==> config.mk <==
export PLATFORM = sky130hd
export DESIGN_NAME = l2occ_monitor
export DESIGN_NICKNAME = d
export VERILOG_FILES = /design/src/rtl/l2occ_pkg.sv /design/src/rtl/l2occ_decide.sv /design/src/rtl/l2occ_count.sv /design/src/rtl/l2occ_throttle.sv /design/src/rtl/l2occ_monitor.sv
export SDC_FILE = /design/constraint.sdc
export NUM_CORES = 1
export LEC_CHECK = 0
export BUFFER_PORTS_ARGS = -buffer_cell sky130_fd_sc_hd__buf_2
export CAP_MARGIN = 10
export CELL_PAD_IN_SITES_DETAIL_PLACEMENT = 1
export CELL_PAD_IN_SITES_GLOBAL_PLACEMENT = 2
export CORE_MARGIN = 4
export CORE_UTILIZATION = 29
export CTS_CLUSTER_DIAMETER = 60
export CTS_CLUSTER_SIZE = 14
export DETAILED_ROUTE_END_ITERATION = 10
export GPL_TIMING_DRIVEN = 0
export PLACE_DENSITY_LB_ADDON = 0.1
export SYNTH_ARGS = -nofsm -noshare
export SYNTH_HDL_FRONTEND = slang
export SYNTH_HIERARCHICAL = 1
export SYNTH_SLANG_ARGS = --single-unit
==> constraint.sdc <==
create_clock -name clk -period 4.09 [get_ports clk]
set_input_delay 0.2045 -clock clk [delete_from_list [all_inputs] [get_ports clk]]
set_output_delay 0.2045 -clock clk [all_outputs]
set_load 0.05 [all_outputs]
==> src/rtl/l2occ_pkg.sv <==
package l2occ_pkg;

   typedef enum logic [1:0] {
      OUT_NONE   = 2'd0,
      OUT_READ   = 2'd1,
      OUT_DROP   = 2'd2,
      OUT_SEQERR = 2'd3
   } dec_outcome_e;

endpackage

==> src/rtl/l2occ_decide.sv <==
module l2occ_decide
   import l2occ_pkg::*;
#(
   parameter bit NF_FORCES_REJECT = 1'b1
) (
   input  logic clk,
   input  logic rst_n,
   input  logic dec_valid,
   input  logic dec_accept,
   input  logic derand_full,
   input  logic have_event,
   output logic pop,
   output logic read_req,
   output logic discard,
   output logic seq_err
);

   logic         acc_eff;
   dec_outcome_e outcome;

   generate
      if (NF_FORCES_REJECT) begin : g_force
         assign acc_eff = dec_accept & ~derand_full;
      end else begin : g_plain
         logic unused_nf;
         assign unused_nf = derand_full;
         assign acc_eff   = dec_accept;
      end
   endgenerate

   always_comb begin
      outcome = OUT_NONE;
      if (dec_valid) begin
         if (!have_event)  outcome = OUT_SEQERR;
         else if (acc_eff) outcome = OUT_READ;
         else              outcome = OUT_DROP;
      end
   end

   assign pop = (outcome == OUT_READ) || (outcome == OUT_DROP);

   always_ff @(posedge clk or negedge rst_n) begin
      if (!rst_n) begin
         read_req <= 1'b0;
         discard  <= 1'b0;
         seq_err  <= 1'b0;
      end else begin
         read_req <= (outcome == OUT_READ);
         discard  <= (outcome == OUT_DROP);
         seq_err  <= (outcome == OUT_SEQERR);
      end
   end

   p_excl_r11: assert property (@(posedge clk) disable iff (!rst_n)
      !(read_req && discard));

   p_seqerr_quiet_r7: assert property (@(posedge clk) disable iff (!rst_n)
      seq_err |-> (!read_req && !discard));

   p_empty_dec_r7: assert property (@(posedge clk) disable iff (!rst_n)
      (dec_valid && !have_event) |=> seq_err);

endmodule

==> src/rtl/l2occ_count.sv <==
module l2occ_count #(
   parameter int DEPTH = 1000,
   localparam int CNT_W = $clog2(DEPTH + 1)
) (
   input  logic             clk,
   input  logic             rst_n,
   input  logic             wr,
   input  logic             pop,
   output logic [CNT_W-1:0] cnt,
   output logic [CNT_W-1:0] cnt_next,
   output logic             overflow
);

   localparam logic [CNT_W-1:0] FULL_C = CNT_W'(DEPTH);

   logic full;
   logic wr_ok;

   assign full  = (cnt == FULL_C);
   assign wr_ok = wr & ~full;

   always_comb begin
      unique case ({wr_ok, pop})
         2'b10:   cnt_next = cnt + 1'b1;
         2'b01:   cnt_next = cnt - 1'b1;
         default: cnt_next = cnt;
      endcase
   end

   always_ff @(posedge clk or negedge rst_n) begin
      if (!rst_n) begin
         cnt      <= '0;
         overflow <= 1'b0;
      end else begin
         cnt      <= cnt_next;
         overflow <= overflow | (wr & full);
      end
   end

   p_cnt_bound_r3: assert property (@(posedge clk) disable iff (!rst_n)
      cnt <= FULL_C);

   p_ovf_sticky_r3: assert property (@(posedge clk) disable iff (!rst_n)
      overflow |=> overflow);

   p_inc_r2: assert property (@(posedge clk) disable iff (!rst_n)
      (wr && !full && !pop) |=> (cnt == $past(cnt) + 1'b1));

   p_full_drop_r3: assert property (@(posedge clk) disable iff (!rst_n)
      (wr && full && !pop) |=> (cnt == FULL_C) && overflow);

endmodule

==> src/rtl/l2occ_throttle.sv <==
module l2occ_throttle #(
   parameter int CNT_W    = 10,
   parameter int THR_HIGH = 960,
   parameter int THR_LOW  = 900
) (
   input  logic             clk,
   input  logic             rst_n,
   input  logic [CNT_W-1:0] cnt,
   input  logic [CNT_W-1:0] cnt_next,
   output logic             throttle
);

   localparam logic [CNT_W-1:0] HI_C = CNT_W'(THR_HIGH);
   localparam logic [CNT_W-1:0] LO_C = CNT_W'(THR_LOW);

   always_ff @(posedge clk or negedge rst_n) begin
      if (!rst_n)                  throttle <= 1'b0;
      else if (cnt_next >= HI_C)   throttle <= 1'b1;
      else if (cnt_next <  LO_C)   throttle <= 1'b0;
   end

   p_thr_high_r9: assert property (@(posedge clk) disable iff (!rst_n)
      (cnt >= HI_C) |-> throttle);

   p_thr_low_r10: assert property (@(posedge clk) disable iff (!rst_n)
      (cnt < LO_C) |-> !throttle);

   p_thr_hold_r10: assert property (@(posedge clk) disable iff (!rst_n)
      (cnt >= LO_C && cnt < HI_C && $past(cnt) >= LO_C && $past(cnt) < HI_C)
         |-> $stable(throttle));

endmodule

==> src/rtl/l2occ_monitor.sv <==
module l2occ_monitor #(
   parameter int DEPTH            = 1000,
   parameter int THR_HIGH         = 960,
   parameter int THR_LOW          = 900,
   parameter bit NF_FORCES_REJECT = 1'b1,
   localparam int CNT_W = $clog2(DEPTH + 1)
) (
   input  logic             clk,
   input  logic             rst_n,
   input  logic             l0_write,
   input  logic             dec_valid,
   input  logic             dec_accept,
   input  logic             derand_full,
   output logic [CNT_W-1:0] evt_count,
   output logic             throttle,
   output logic             read_req,
   output logic             discard,
   output logic             seq_err,
   output logic             overflow
);

   generate
      if (DEPTH < 2) begin : g_bad_depth
         $error("l2occ_monitor: DEPTH must be at least 2");
      end
      if (!(THR_LOW > 0 && THR_LOW < THR_HIGH && THR_HIGH <= DEPTH)) begin : g_bad_marks
         $error("l2occ_monitor: need 0 < THR_LOW < THR_HIGH <= DEPTH");
      end
   endgenerate

   logic             pop;
   logic [CNT_W-1:0] cnt_next;

   l2occ_decide #(
      .NF_FORCES_REJECT (NF_FORCES_REJECT)
   ) u_decide (
      .clk         (clk),
      .rst_n       (rst_n),
      .dec_valid   (dec_valid),
      .dec_accept  (dec_accept),
      .derand_full (derand_full),
      .have_event  (evt_count != '0),
      .pop         (pop),
      .read_req    (read_req),
      .discard     (discard),
      .seq_err     (seq_err)
   );

   l2occ_count #(
      .DEPTH (DEPTH)
   ) u_count (
      .clk      (clk),
      .rst_n    (rst_n),
      .wr       (l0_write),
      .pop      (pop),
      .cnt      (evt_count),
      .cnt_next (cnt_next),
      .overflow (overflow)
   );

   l2occ_throttle #(
      .CNT_W    (CNT_W),
      .THR_HIGH (THR_HIGH),
      .THR_LOW  (THR_LOW)
   ) u_throttle (
      .clk      (clk),
      .rst_n    (rst_n),
      .cnt      (evt_count),
      .cnt_next (cnt_next),
      .throttle (throttle)
   );

   p_net_zero_r8: assert property (@(posedge clk) disable iff (!rst_n)
      (l0_write && dec_valid && evt_count != '0 && evt_count != CNT_W'(DEPTH))
         |=> $stable(evt_count));

   p_pop_dec_r4: assert property (@(posedge clk) disable iff (!rst_n)
      (read_req || discard) |-> ($past(evt_count) != '0));

endmodule

## After elaboration in Yosys (flattened, before gate mapping)

Index checks and enable logic that the tools add are counted.

- Add/sub/neg operators: 2
- Order comparisons: 2
- Eq/ne operators: 6
- Muxes and demuxes: 6
- Bitwise gates (word level): 6
- Reductions and logical operators: 3

Operators with widths:

| cell | number |
|---|---|
| $pmux W10 S2 | 1 |
| $add A10 B1 Y10 const B | 1 |
| $eq A10 B10 Y1 const B | 1 |
| $ge A10 B10 Y1 const B | 1 |
| $lt A10 B10 Y1 const B | 1 |
| $reduce_bool A10 Y1 | 1 |
| $sub A10 B1 Y10 const B | 1 |
| $eq A2 B2 Y1 const B | 3 |
| $mux W2 | 3 |
| $eq A2 B1 Y1 const B | 2 |
| $and A1 B1 Y1 | 3 |
| $mux W1 | 2 |
| $not A1 Y1 | 2 |
| $reduce_bool A2 Y1 | 1 |
| $logic_or A1 B1 Y1 | 1 |
| $or A1 B1 Y1 | 1 |

- Bits in registers: 15
- Input bits: 6
- Output and inout bits: 15
- Logic and storage cells: 31

## Depth between registers and ports, before layout

- Depth after elaboration: 12
- Gate-level depth with buffers: 17
- Depth with buffers taken out: 14

## By module

Netlist, hierarchy kept.

By module, submodules not included:

| module | instances | cells each | area each (um^2) | sequential area each (um^2) |
|---|---|---|---|---|
| l2occ_count | 1 | 123 | 999.7 | 275.3 |
| l2occ_decide | 1 | 9 | 115.1 | 75.1 |
| l2occ_throttle | 1 | 5 | 47.5 | 25.0 |
| l2occ_monitor | 1 | 4 | 21.3 | 0.0 |

## Least setup slack after synthesis

No wires, ideal clock.

- Path kind: register -> register
- Start: reg u_count.cnt[2]
- End: reg u_throttle.throttle
- Setup time: 78 ps
- Data arrival time: 4,176 ps
- Required time: 4,012 ps
- Path slack: -163 ps
- Stages on the path, launching flop included: 18
- Buffers on the path: 4
- Period minus slack after synthesis: 4,253 ps
- Cells stage by stage: dfrtp_1 -> buf_2 -> nor3_1 -> nand4b_1 -> o21ai_0 -> ha_1 -> clkbuf_1 -> buf_1 -> xor2_1 -> ha_1 -> nor4_1 -> or4_1 -> buf_2 -> o21ai_1 -> mux2_1 -> a221oi_2 -> o2111ai_1 -> a21oi_1

- Longest elaborated chain between the ends: 9
- Elaborated cells on any way between the ends: 18
- Those cells by class: add/sub (2); order compare (2); eq/ne (5); mux (4); bitwise (2); reduce/logical (3)

RTL lines:

| item | RTL line | source |
|---|---|---|
| start: declaration | l2occ_count.sv:9 | `output logic [CNT_W-1:0] cnt,` |
| start signal: assignment | l2occ_count.sv:35 | `cnt <= cnt_next;` |
| $reduce_bool A10 Y1 | l2occ_monitor.sv:42 | `.have_event (evt_count != '0),` |
| $mux W2 | l2occ_decide.sv:34 | `if (!have_event) outcome = OUT_SEQERR;` |
| $mux W2 | l2occ_decide.sv:33 | `if (dec_valid) begin` |
| $eq A2 B1 Y1 / $eq A2 B2 Y1 (equally long branches) | l2occ_decide.sv:40 | `assign pop = (outcome == OUT_READ) \|\| (outcome == OUT_DROP);` |
| $logic_or A1 B1 Y1 | l2occ_decide.sv:40 |  |
| $eq A2 B1 Y1 / $eq A2 B2 Y1 (equally long branches) | l2occ_count.sv:23 | `unique case ({wr_ok, pop})` |
| $pmux W10 S2 * | l2occ_count.sv:23 |  |
| via cnt_next[8] | l2occ_monitor.sv:32 | `logic [CNT_W-1:0] cnt_next;` |
| $ge A10 B10 Y1 / $lt A10 B10 Y1 (equally long branches) | l2occ_throttle.sv:18, l2occ_throttle.sv:19 |  |
| $mux W1 / $reduce_bool A2 Y1 (equally long branches) | n/a |  |
| end signal: assignment | l2occ_throttle.sv:17 | `if (!rst_n) throttle <= 1'b0;` |
| end signal: assignment | l2occ_throttle.sv:18 | `else if (cnt_next >= HI_C) throttle <= 1'b1;` |
| end signal: assignment | l2occ_throttle.sv:19 | `else if (cnt_next < LO_C) throttle <= 1'b0;` |
| end: declaration | l2occ_throttle.sv:10 | `output logic throttle` |

Mark *: on every way through the listed nets, which the timed path passes. The rest lies on a longest branch.
A chain may end at the register's enable or synchronous reset.

## Worst setup path after layout

- Start: reg u_count.cnt[1]
- End: reg u_throttle.throttle

The elaborated chain is that of the path after synthesis.

==> impl_metrics.env <==
export IMPL_cts_root_buffer="clkbuf_8"
export IMPL_vdd_ir_drop_max_mv=0.429
export IMPL_antenna_found_initial=0
export IMPL_power_density_mw_per_mm2=729
export IMPL_fill_cells=461
export IMPL_drive_above_1_share_pct=32.4
export IMPL_hold_viol=0
export IMPL_syn_avg_cell_area_um2=8.39
export IMPL_insertedDiodeCount=0
export IMPL_core_area_mm2=0.00380
export IMPL_cts_sink_count=15
export IMPL_die_area_mm2=0.00517
export IMPL_cts_buffers=3
export IMPL_max_stage_delay_ps=460
export IMPL_synth_edff_count=0
export IMPL_synth_cell_types=54
export IMPL_setup_violations=0
export IMPL_dpl_cell_count=209
export IMPL_grt_pass1_vias=1215
export IMPL_dp_hpwl_mm=2.82
export IMPL_syn_cell_area_mm2=0.00118
export IMPL_final_cell_mix="22 x buf_2, 14 x nor2_1, 11 x nand2_1, 11 x dfrtp_1"
export IMPL_synthArstFlopShare_pct=100
export IMPL_slew_headroom_pct=49.9
export IMPL_final_cell_count_no_fill=218
export IMPL_rows=22
export IMPL_fmax_mhz=259
export IMPL_place_area_mm2=0.00135
export IMPL_crit_chain="buf_2 -> nor3_4 -> nand4b_1 -> o21ai_2 -> ha_2 -> buf_6 -> buf_6 -> xor2_1 -> ha_2 -> nor4_1 -> or4_1 -> buf_2 -> o21ai_1 -> mux2_1 -> a221oi_2 -> o2111ai_1 -> a21oi_1"
export IMPL_syn_to_final_growth_pct=27.4
export IMPL_cts_buffer_depth=2
export IMPL_tightest_slew_ps=748
export IMPL_vias=1166
export IMPL_drt_iter0_markers=33
export IMPL_fin_crit_sh_pct=94.4
export IMPL_gp_congestion=0.775
export IMPL_drc_errors=0
export IMPL_drtAntennaViolNets=0
export IMPL_cp_end_kind="flip-flop"
export IMPL_final_max_slew_viol_count=0
export IMPL_cp_top_family="compound AO/OA/AOI/OAI gates"
export IMPL_cts_clk_slew_worst_paths_ps=60
export IMPL_cp_data_required_time_ps=4250
export IMPL_cts_tree="built"
export IMPL_seq_area_frac_synth_pct=31.7
export IMPL_crit_fanout=10
export IMPL_fin_skew_ps=0.884
export IMPL_hold_ws_ps=131
export IMPL_drv_cap=0
export IMPL_path_class="reg2reg"
export IMPL_finalPower_mw=1.10
export IMPL_crit_path_top_delay_cell="or4_1"
export IMPL_crit_arrival_ps=4020
export IMPL_die_x_um=71.9
export IMPL_status="finished clean"
export IMPL_insertion_delay_ps=240
export IMPL_via_per_inst=5.35
export IMPL_leakage_nw=0.672
export IMPL_ys_ff_latch=15
export IMPL_initial_core_util_pct=31.2
export IMPL_fin_crit_ps=3860
export IMPL_cts_htree_levels=1
export IMPL_wl_per_cell_um=17.1
export IMPL_start_kind="flip-flop"
export IMPL_die_h_um=71.9
export IMPL_grt_overflow=0
export IMPL_reg2reg_slack_ps=230
export IMPL_grt_pass1_wl_mm=6.22
export IMPL_layout_commonest_cell="buf_2"
export IMPL_design_area_mm2=0.00151
export IMPL_crit_buf_inv=4
export IMPL_synthFlopType="dfrtp_1"
export IMPL_firstDrtPassIters=4
export IMPL_pin_count=21
export IMPL_fin_nets=180
export IMPL_syn_nets=150
export IMPL_grt_max_degree=16
export IMPL_hold_class="in2reg"
export IMPL_ys_warn_count=6
export IMPL_synthCells=141
export IMPL_io_buffers=20
export IMPL_drt_total_wl_mm=3.74
export IMPL_grt_use_total_pct=15.4
==> flip-flops by register name (all words and copies together), names as in the netlist <==
signal               cells
u_decide/read_req        1
u_count/cnt             10
u_count/overflow         1
u_decide/seq_err         1
u_throttle/throttle      1
u_decide/discard         1
==> worst register-to-register path, stage by stage, from the launching register on <==
cell       delay, ps
dfrtp_2          410
buf_2            190
nor3_4           150
nand4b_1         160
o21ai_2          200
ha_2             230
buf_6            140
buf_6            160
xor2_1           170
ha_2             220
nor4_1            50
or4_1            460
buf_2            170
o21ai_1          160
mux2_1           340
a221oi_2         220
o2111ai_1        160
a21oi_1          170
==> metrics by stage <==
step / setup TNS (ps) / setup WS, ps / util [%]
final: 0 / 231 / 39.7
after global routing: -48.2 / -48.2 / 39.7
after CTS: 0 / 3.51 / 38.1
after detailed placement: -1420 / -665 / 35.5
after global placement: -961 / -502 / 35.5
after floorplan: 0 / 18.8 / -
==> kinds of logic (layout without fill, tap and decap cells) <==
family	after synthesis	in the layout	share of synthesized area, %
buffers and inverters	17	46	5.71
adder cells (fa/ha/maj)	3	3	3.17
AND/OR/NAND/NOR	61	61	29.1
AO/OA/AOI/OAI	30	30	18.5
XOR/XNOR	10	10	7.40
multiplexers	5	5	4.44
flip-flops	15	15	31.7
==> synth_stat cells, drive strengths merged, types with 2 or more instances <==
library cell | number | share of area [%]
nand3 | 2 | 0.85
nand2 | 12 | 4.0
nor4 | 4 | 2.1
or3b | 2 | 1.5
nor3b | 4 | 3.0
mux2i | 3 | 2.5
a21oi | 5 | 2.1
dfrtp | 15 | 32
mux2 | 2 | 1.9
nor2b | 6 | 3.2
buf | 3 | 1.2
xnor2 | 4 | 3.0
o21ai | 6 | 2.5
ha | 3 | 3.2
nor2 | 14 | 4.4
and2 | 3 | 1.6
xor2 | 6 | 4.4
o22ai | 2 | 1.1
nor3 | 4 | 1.7
inv | 4 | 1.3
or4 | 2 | 1.3
clkbuf | 10 | 3.3
==> power breakdown <==
group | switching [mW] | internal, mW
Sequential | 0.0703 | 0.202
Combinational | 0.483 | 0.227
Clock | 0.0472 | 0.0689
Total | 0.601 | 0.498
==> area by class of cell <==
| class | count | area, um2 | share of cell area (%) |
|---|---|---|---|
| buffer | 12 | 70.1 | 4.65 |
| timing repair buffer | 26 | 148 | 9.79 |
| inverter | 4 | 15.0 | 0.996 |
| multi-input combinational | 109 | 790 | 52.4 |
| tap | 48 | 60.1 | 3.98 |
| clock buffer | 4 | 45.0 | 2.99 |
| sequential | 15 | 380 | 25.2 |
==> layer usage <==
metal	global-route usage, %	vias to the layer above	routed length (um)
met2	26.3	20	1860
li1	-	565	-
met5	0	-	0
met3	3.23	4	111
met1	20.1	577	1730
met4	3.13	0	38
==> worst paths after layout <==
path,startpoint,to,cells past startpoint
max in group asynchronous,rst_n,u_count/cnt[9],2
worst max-delay path,u_count/cnt[1],u_throttle/throttle,17
min in group asynchronous,rst_n,u_count/cnt[3],2
worst min-delay path,derand_full,u_decide/read_req,2
worst max register to register,u_count/cnt[1],u_throttle/throttle,17
worst min register to register,u_count/overflow,u_count/overflow,1
==> repair_timing <==
action | in CTS | in global routing
resized for setup | 13 | 16
endpoints found under the setup margin | 4 | 1
endpoints found under the hold margin | 15 | 0
hold buffers | 1 | 0
setup buffers | 1 | 4
gates cloned | 0 | 0
pin swaps | 1 | 3
No activity file was read; power rests on OpenSTA's default activity.
